**config.mk**
```make
export PLATFORM = sky130hd
export DESIGN_NAME = clk_stop_ctrl
export DESIGN_NICKNAME = d
export VERILOG_FILES = /design/src/rtl/clkstop_pkg.sv /design/src/rtl/cs_settle_cnt.sv /design/src/rtl/cs_status_seq.sv /design/src/rtl/cs_divider.sv /design/src/rtl/clk_stop_ctrl.sv
export SDC_FILE = /design/constraint.sdc
export NUM_CORES = 1
export LEC_CHECK = 0
export BUFFER_PORTS_ARGS = -buffer_cell sky130_fd_sc_hd__buf_2
export CAP_MARGIN = 0
export CORE_MARGIN = 2
export CORE_UTILIZATION = 30
export DETAILED_ROUTE_END_ITERATION = 8
export PLACE_DENSITY = 0.51
export SYNTH_ARGS = -nofsm -noshare
export SYNTH_HDL_FRONTEND = slang
export SYNTH_HIERARCHICAL = 1
export SYNTH_SLANG_ARGS = --single-unit
```
**constraint.sdc**
```tcl
create_clock -name osc_clk -period 7.11 [get_ports osc_clk]
set_clock_uncertainty 0.2 [all_clocks]
set_input_delay 1.422 -clock osc_clk [delete_from_list [all_inputs] [get_ports osc_clk]]
set_output_delay 1.422 -clock osc_clk [all_outputs]
set_load 0.02 [all_outputs]
```
**src/rtl/clkstop_pkg.sv**
```systemverilog
package clkstop_pkg;
  typedef enum logic [1:0] {
    ST_SETTLE = 2'd0,
    ST_RUN    = 2'd1,
    ST_HALT   = 2'd2
  } cs_state_e;

  // two-step stop pattern on the status lines (bit 2 is the stop line)
  localparam logic [2:0] STAT_ARM  = 3'b111;
  localparam logic [2:0] STAT_FIRE = 3'b011;
endpackage

```
**src/rtl/cs_settle_cnt.sv**
```systemverilog
module cs_settle_cnt #(
  parameter int SETTLE_CYCLES = 8192
) (
  input  logic clk,
  input  logic rst_n,
  input  logic en,
  input  logic osc_valid,
  output logic done
);
  localparam int CW = (SETTLE_CYCLES > 2) ? $clog2(SETTLE_CYCLES) : 1;
  localparam logic [CW-1:0] LAST = CW'(SETTLE_CYCLES - 1);

  logic [CW-1:0] cnt;

  assign done = en && osc_valid && (cnt == LAST);

  always_ff @(posedge clk or negedge rst_n) begin
    if (!rst_n)                cnt <= '0;
    else if (!en || !osc_valid) cnt <= '0;
    else if (cnt == LAST)      cnt <= '0;
    else                       cnt <= cnt + 1'b1;
  end

  // a cycle without a valid oscillator throws the partial count away
  a_r2_invalid_clears: assert property (@(posedge clk) disable iff (!rst_n)
    !osc_valid |=> (cnt == '0));
endmodule

```
**src/rtl/cs_status_seq.sv**
```systemverilog
module cs_status_seq
  import clkstop_pkg::*;
(
  input  logic       clk,
  input  logic       rst_n,
  input  logic       running,
  input  logic       sample,
  input  logic       start_req,
  input  logic [2:0] stat_in,
  output logic       stop_pend
);
  logic armed;

  always_ff @(posedge clk or negedge rst_n) begin
    if (!rst_n) begin
      armed     <= 1'b0;
      stop_pend <= 1'b0;
    end else if (!running || start_req) begin
      armed     <= 1'b0;
      stop_pend <= 1'b0;
    end else if (sample) begin
      armed <= (stat_in == STAT_ARM);
      if (armed && (stat_in == STAT_FIRE)) stop_pend <= 1'b1;
    end
  end

  // a stop request only follows an armed first step
  a_r8_fire_after_arm: assert property (@(posedge clk) disable iff (!rst_n)
    $rose(stop_pend) |-> $past(armed));
  // start request cancels any pending stop
  a_r10_start_cancels: assert property (@(posedge clk) disable iff (!rst_n)
    start_req |=> !stop_pend);
endmodule

```
**src/rtl/cs_divider.sv**
```systemverilog
module cs_divider #(
  parameter int SLOW_DIV = 256
) (
  input  logic clk,
  input  logic rst_n,
  input  logic launch,
  input  logic active,
  input  logic halt_now,
  input  logic slow_sel,
  output logic cpu_q,
  output logic half_clk,
  output logic per_q,
  output logic cycle_end,
  output logic fall_pt
);
  localparam int SW = (SLOW_DIV > 2) ? $clog2(SLOW_DIV) : 1;
  localparam logic [SW-1:0] S_LAST = SW'(SLOW_DIV - 1);

  logic [1:0]    ph, ph_n, h3, h3_n;
  logic [SW-1:0] sub, sub_n;
  logic          mode_q, s_wrap, half_pos, half_neg;

  always_comb begin
    s_wrap    = !mode_q || (sub == S_LAST);
    cycle_end = active && (ph == 2'd2) && s_wrap;
    fall_pt   = active && (ph == 2'd0) && s_wrap;
    ph_n      = s_wrap ? ((ph == 2'd2) ? 2'd0 : ph + 2'd1) : ph;
    sub_n     = s_wrap ? '0 : sub + 1'b1;
    h3_n      = (h3 == 2'd2) ? 2'd0 : h3 + 2'd1;
  end

  always_ff @(posedge clk or negedge rst_n) begin
    if (!rst_n) begin
      ph <= '0; sub <= '0; h3 <= '0; mode_q <= 1'b0;
      cpu_q <= 1'b0; half_pos <= 1'b0; per_q <= 1'b0;
    end else if (launch) begin
      ph <= '0; sub <= '0; h3 <= '0; mode_q <= slow_sel;
      cpu_q <= 1'b1; half_pos <= 1'b1; per_q <= 1'b1;
    end else if (!active || halt_now) begin
      cpu_q <= 1'b0; half_pos <= 1'b0; per_q <= 1'b0;
    end else begin
      ph       <= ph_n;
      sub      <= sub_n;
      h3       <= h3_n;
      cpu_q    <= (ph_n == 2'd0);
      half_pos <= (h3_n == 2'd0);
      if (cycle_end) begin
        per_q  <= ~per_q;
        mode_q <= slow_sel;
      end
    end
  end

  // half-cycle extension gives the 50% duty companion clock
  always_ff @(negedge clk or negedge rst_n) begin
    if (!rst_n) half_neg <= 1'b0;
    else        half_neg <= half_pos;
  end

  assign half_clk = half_pos | half_neg;

  // in fast mode the processor clock is high for exactly one cycle
  a_r3_fast_one_high: assert property (@(posedge clk) disable iff (!rst_n)
    (cpu_q && !mode_q) |=> !cpu_q);
  // peripheral clock only moves where the processor clock rises
  a_r5_per_on_rise: assert property (@(posedge clk) disable iff (!rst_n)
    !$stable(per_q) |-> $rose(cpu_q));
endmodule

```
**src/rtl/clk_stop_ctrl.sv**
```systemverilog
module clk_stop_ctrl
  import clkstop_pkg::*;
#(
  parameter int SETTLE_CYCLES = 8192,
  parameter int SLOW_DIV      = 256
) (
  input  logic       osc_clk,
  input  logic       rst_n,
  input  logic       osc_valid,
  input  logic [2:0] stat_in,
  input  logic       start_req,
  input  logic       slow_sel,
  output logic       cpu_clk,
  output logic       half_clk,
  output logic       per_clk,
  output logic       osc_en
);
  cs_state_e st, st_n;
  logic settle_done, launch, halt_now, stop_pend, cycle_end, fall_pt;
  logic osc_en_q;

  cs_settle_cnt #(.SETTLE_CYCLES(SETTLE_CYCLES)) u_settle (
    .clk(osc_clk), .rst_n(rst_n), .en(st == ST_SETTLE),
    .osc_valid(osc_valid), .done(settle_done)
  );

  cs_status_seq u_seq (
    .clk(osc_clk), .rst_n(rst_n), .running(st == ST_RUN),
    .sample(cycle_end), .start_req(start_req), .stat_in(stat_in),
    .stop_pend(stop_pend)
  );

  cs_divider #(.SLOW_DIV(SLOW_DIV)) u_div (
    .clk(osc_clk), .rst_n(rst_n), .launch(launch), .active(st == ST_RUN),
    .halt_now(halt_now), .slow_sel(slow_sel), .cpu_q(cpu_clk),
    .half_clk(half_clk), .per_q(per_clk), .cycle_end(cycle_end),
    .fall_pt(fall_pt)
  );

  assign launch   = (st == ST_SETTLE) && settle_done;
  assign halt_now = (st == ST_RUN) && stop_pend && fall_pt && !per_clk && !start_req;

  always_comb begin
    st_n = st;
    unique case (st)
      ST_SETTLE: if (launch)    st_n = ST_RUN;
      ST_RUN:    if (halt_now)  st_n = ST_HALT;
      ST_HALT:   if (start_req) st_n = ST_SETTLE;
      default:                  st_n = ST_SETTLE;
    endcase
  end

  always_ff @(posedge osc_clk or negedge rst_n) begin
    if (!rst_n) begin
      st       <= ST_SETTLE;
      osc_en_q <= 1'b0;
    end else begin
      st       <= st_n;
      osc_en_q <= (st_n == ST_RUN);
    end
  end

  assign osc_en = osc_en_q;

  // nothing toggles outside the run state
  a_r1_idle_low: assert property (@(posedge osc_clk) disable iff (!rst_n)
    (st != ST_RUN) |-> (!cpu_clk && !per_clk && !osc_en));
  // the halt lands on a processor-clock fall with the peripheral clock low
  a_r9_halt_on_fall: assert property (@(posedge osc_clk) disable iff (!rst_n)
    (st == ST_HALT && $past(st) == ST_RUN) |-> ($past(cpu_clk) && !$past(per_clk)));
  // an active start request keeps the clocks running
  a_r10_start_holds_run: assert property (@(posedge osc_clk) disable iff (!rst_n)
    (st == ST_RUN && start_req) |=> (st == ST_RUN));
  // all outputs resume on one edge
  a_r11_resume_together: assert property (@(posedge osc_clk) disable iff (!rst_n)
    $rose(osc_en) |-> (cpu_clk && per_clk && half_clk && $past(osc_valid)));
endmodule

```
**Word level (Yosys, flattened, before mapping)**

Cells that the tools add are included.
W data, S select, Z words.

- Input bits: 8
- Memory bits (writable): 0
- Bits in latches: 0
- Memories kept: 0
- ROM bits: 0
- Register bits: 35

- Multiplexer cells: 31
- Div/mod/pow operators: 0
- Order comparisons: 0
- Multiply operators: 0
- Reduce and logical (&&, ||, !) cells: 32
- Add/sub/neg operators: 4
- Eq/ne operators: 10
- Bitwise logic cells: 2
- Shift-type cells: 0

Operators by type and width:

| kind | number |
|---|---|
| $mux W13 | 2 |
| $mux W8 | 3 |
| $mux W2 | 10 |
| $mux W1 | 15 |
| $add A13 B1 Y13 const B | 1 |
| $eq A13 B13 Y1 const B | 1 |
| $logic_and A1 B1 Y1 | 12 |
| $add A8 B1 Y8 const B | 1 |
| $eq A8 B8 Y1 const B | 1 |
| $logic_not A2 Y1 | 4 |
| $eq A2 B2 Y1 const B | 3 |
| $logic_not A1 Y1 | 6 |
| $pmux W2 S3 | 1 |
| $reduce_bool A2 Y1 | 3 |
| $add A2 B1 Y2 const B | 2 |
| $eq A2 B1 Y1 const B | 2 |
| $logic_or A1 B1 Y1 | 4 |
| $reduce_and A2 Y1 | 2 |
| $eq A3 B2 Y1 const B | 1 |
| $eq A3 B3 Y1 const B | 1 |
| $reduce_bool A3 Y1 | 1 |
| $ne A2 B2 Y1 const B | 1 |
| $not A1 Y1 | 1 |
| $or A1 B1 Y1 | 1 |

**Longest topological paths before layout**

- Word-level depth: 9
- Gate-level depth with buffers: 11
- Gate-level depth less buffers: 10

**Hierarchy**

Netlist, hierarchy kept.

Modules (own cells, without submodules):

| module | cells an instance | times used | area each (µm²) |
|---|---|---|---|
| cs_divider | 95 | 1 | 865.8 |
| cs_settle_cnt | 66 | 1 | 654.4 |
| clk_stop_ctrl | 15 | 1 | 151.4 |
| cs_status_seq | 9 | 1 | 102.6 |

==> results.ini <==
[worst_setup_path]
cp_slowest_cell = dfrtn_1
reg2reg_from = u_div/half_pos
cp-end-kind = primary output
startpoint_type = register
rr_worst_depth = 0
crit_fanout = 1
crit_type = reg2out
cp.arrival_ps = 4590
path_cells = or2_2, buf_2
max_stage_delay_ps = 310
regToRegSetupSlack_ps = 2840
r2r_end = u_div/half_neg
crit_required_ps = 5490

[run_status]
status = completed

[pwr]
power.total_mw = 0.356
p_sw_frac = 0.232
peakVddDrop_uv = 69.9
pwr-share-comb = 0.033
netSwitchingPower_mw = 0.0827
internal_power_mw = 0.273
power.share.clock = 0.398
p_leak_nw = 0.830
seq_power_share = 0.568
p_per_area_nw_per_um2 = 178

[finish]
utilization = 0.343
instances_no_fill = 275
diodes = 0
synthToLayoutAreaGrowth_pct = 12.4
fin_nets = 209
nFillCells = 624
drive_above_1_share = 0.130

[grt]
grt_usage = 0.126
grt_max_degree = 35
busiest_layer = met2
grt.met1_usage = 0.172
grt_pass1_wl_um = 6290
use_met2 = 0.188
overflow = 0
grt_pass1_vias = 1336
antenna_found_initial = 0
gr-usage-met3 = 0.0400

[synth]
synthFlopType = dfrtp_1
synth_cell_types = 44
synth_seq_cells = 35
netlist_area_um2 = 1770
synth_nets = 195
ys_seq_area_frac = 0.494
async_flop_share = 1.00
synthCells = 185
syn-mean-instance-area_um2 = 9.59
ys_warn_count = 6
synth_edf_count = 0

[sta]
timing.slew.headroom = 0.301
finalMaxSlewViolations = 0
tightestPinTransition_ps = 1040
rsz0062_at_grt = no
setup_tns_ps = 0
finalHoldViolations = 0
holdWs_ps = 310
setup_viol = 0

[placement]
place.detailed.hpwl_um = 2450
dp.cells = 267
portBuffers = 11
gp_congestion = 0.719

[detailed_routing]
wl_um = 3640
wl_per_cell_um = 13.2
drt_pass1_iterations = 4
vias_per_cell = 5.07
first_iter_violations = 94
final_antenna_net_count = 0
via_count = 1394
drc = 0

[hold_path]
whs_endpoint = u_settle/cnt[0]
hold_path.class = reg2reg
worstHoldStart = u_settle/cnt[0]
hold_depth = 1

[floorplan]
coreArea_um2 = 5820
start_util = 0.305
die_w_um = 80.9
die_y_um = 80.9
die_area_um2 = 6540
rows = 28
ios = 12

[clocking]
ctsHoldBuffers = 0
cts.repair.resized = 0
clock_sinks = 35
cts_root_buf = clkbuf_8
insertion_delay_ps = 290
cts_tree = built
h-tree-depth = 2
cts_buffers = 5
cts_setup_buffers = 0
clk_pin_slew_worst_paths_ps = 70
cts.path.max_buffers = 2

[run]
maxCapViolations = 0

==> critical path: cells and delay by family (launching register included) <==
kind / cells / cell delay, ps
AND/OR/NAND/NOR: 1 / 280
flip-flops: 1 / 310
buffers and inverters: 1 / 160
==> worst max-delay path by stage <==
stage	start	endpoint	slack (ps)	cells after the start
detailed placement	u_div/half_neg	half_clk	1200	2
global placement	u_div/half_neg	half_clk	1200	2
floorplan	u_div/half_neg	half_clk	1290	1
global route	u_div/half_neg	half_clk	860	2
CTS	u_div/half_neg	half_clk	890	2
finish	u_div/half_neg	half_clk	900	2
==> cell usage in the layout (no fill, tap or decap), drive strengths merged, types with 3 or more instances in the layout <==
| master | n |
|---|---|
| a21oi | 17 |
| a31oi | 5 |
| and3 | 4 |
| buf | 12 |
| clkbuf | 6 |
| dfrtp | 34 |
| inv | 8 |
| nand2 | 12 |
| nand2b | 4 |
| nand3 | 13 |
| nand3b | 6 |
| nand4 | 4 |
| nand4bb | 3 |
| nor2 | 15 |
| nor3 | 4 |
| o21ai | 11 |
| o31ai | 4 |
| or3 | 4 |
| or4 | 6 |
==> layout make-up <==
| type | instances | area [um^2] | share of cell area |
|---|---|---|---|
| sequential | 35 | 876 | 0.439 |
| multi-input combinational | 137 | 847 | 0.425 |
| tap | 75 | 93.8 | 0.0471 |
| clock buffer | 6 | 72.6 | 0.0364 |
| timing repair buffer | 12 | 62.6 | 0.0314 |
| inverter | 8 | 30.0 | 0.0151 |
| clock inverter | 2 | 12.5 | 0.00627 |
==> logic make-up after synthesis <==
kind of cell / count (synthesis) / share of synthesized area
adder cells (fa/ha/maj): 2 / 0.0141
multiplexers: 2 / 0.0113
flip-flops: 35 / 0.494
AO/OA/AOI/OAI: 48 / 0.169
buffers and inverters: 13 / 0.0289
AND/OR/NAND/NOR: 82 / 0.269
XOR/XNOR: 3 / 0.0148
==> metal layers <==
metal,routed length [um],share of wire,vias up
met3,171,0.047,2
met2,1570,0.43,23
met5,0,0,-
met4,35,0.0096,0
li1,-,-,707
met1,1860,0.51,662
==> power by group through the flow <==
| stage | combinational (mW) | clock (mW) | sequential (mW) |
|---|---|---|---|
| after detailed placement | 0.0123 | 0 | 0.206 |
| after CTS | 0.0124 | 0.147 | 0.202 |
| final | 0.0118 | 0.142 | 0.202 |
| after floorplan | 0.00471 | 0 | 0.206 |
| after global placement | 0.0123 | 0 | 0.206 |
| after global routing | 0.0135 | 0.155 | 0.202 |
==> cell usage after synthesis, types with 2 or more instances <==
cell type	count	area (um^2)
a21oi_1	16	80.1
a31oi_1	5	31.3
and2_1	2	12.5
and3_1	4	25.0
buf_2	2	10.0
clkbuf_1	2	7.51
dfrtp_1	34	851
ha_1	2	25.0
inv_1	8	30.0
mux2i_1	2	20.0
nand2_1	12	45.0
nand2b_1	4	25.0
nand3_1	13	65.1
nand3b_1	6	45.0
nand4_1	2	12.5
nand4_2	2	25.0
nand4bb_1	3	33.8
nor2_1	15	56.3
nor3_1	4	20.0
o21a_1	2	15.0
o21ai_0	9	45.0
o21ai_1	2	10.0
o31ai_1	4	30.0
or3_1	4	25.0
or4_1	6	45.0
xnor2_1	2	17.5
==> sequential cells by signal, indices dropped and copies added, names as in the netlist <==
register,count
u_settle/cnt,13
u_div/sub,8
st,2
u_div/h3,2
u_div/ph,2
osc_en,1
u_div/cpu_q,1
u_div/half_neg,1
u_div/half_pos,1
u_div/mode_q,1
u_div/per_q,1
u_seq/armed,1
u_seq/stop_pend,1
==> stage by stage <==
stage	cell area, um^2	setup slack (ps)
after global routing	1990	859
after floorplan	1770	1290
after CTS	1990	886
after detailed placement	1910	1200
after global placement	1910	1200
final	1990	897
No activity file was read; power rests on OpenSTA's default activity.
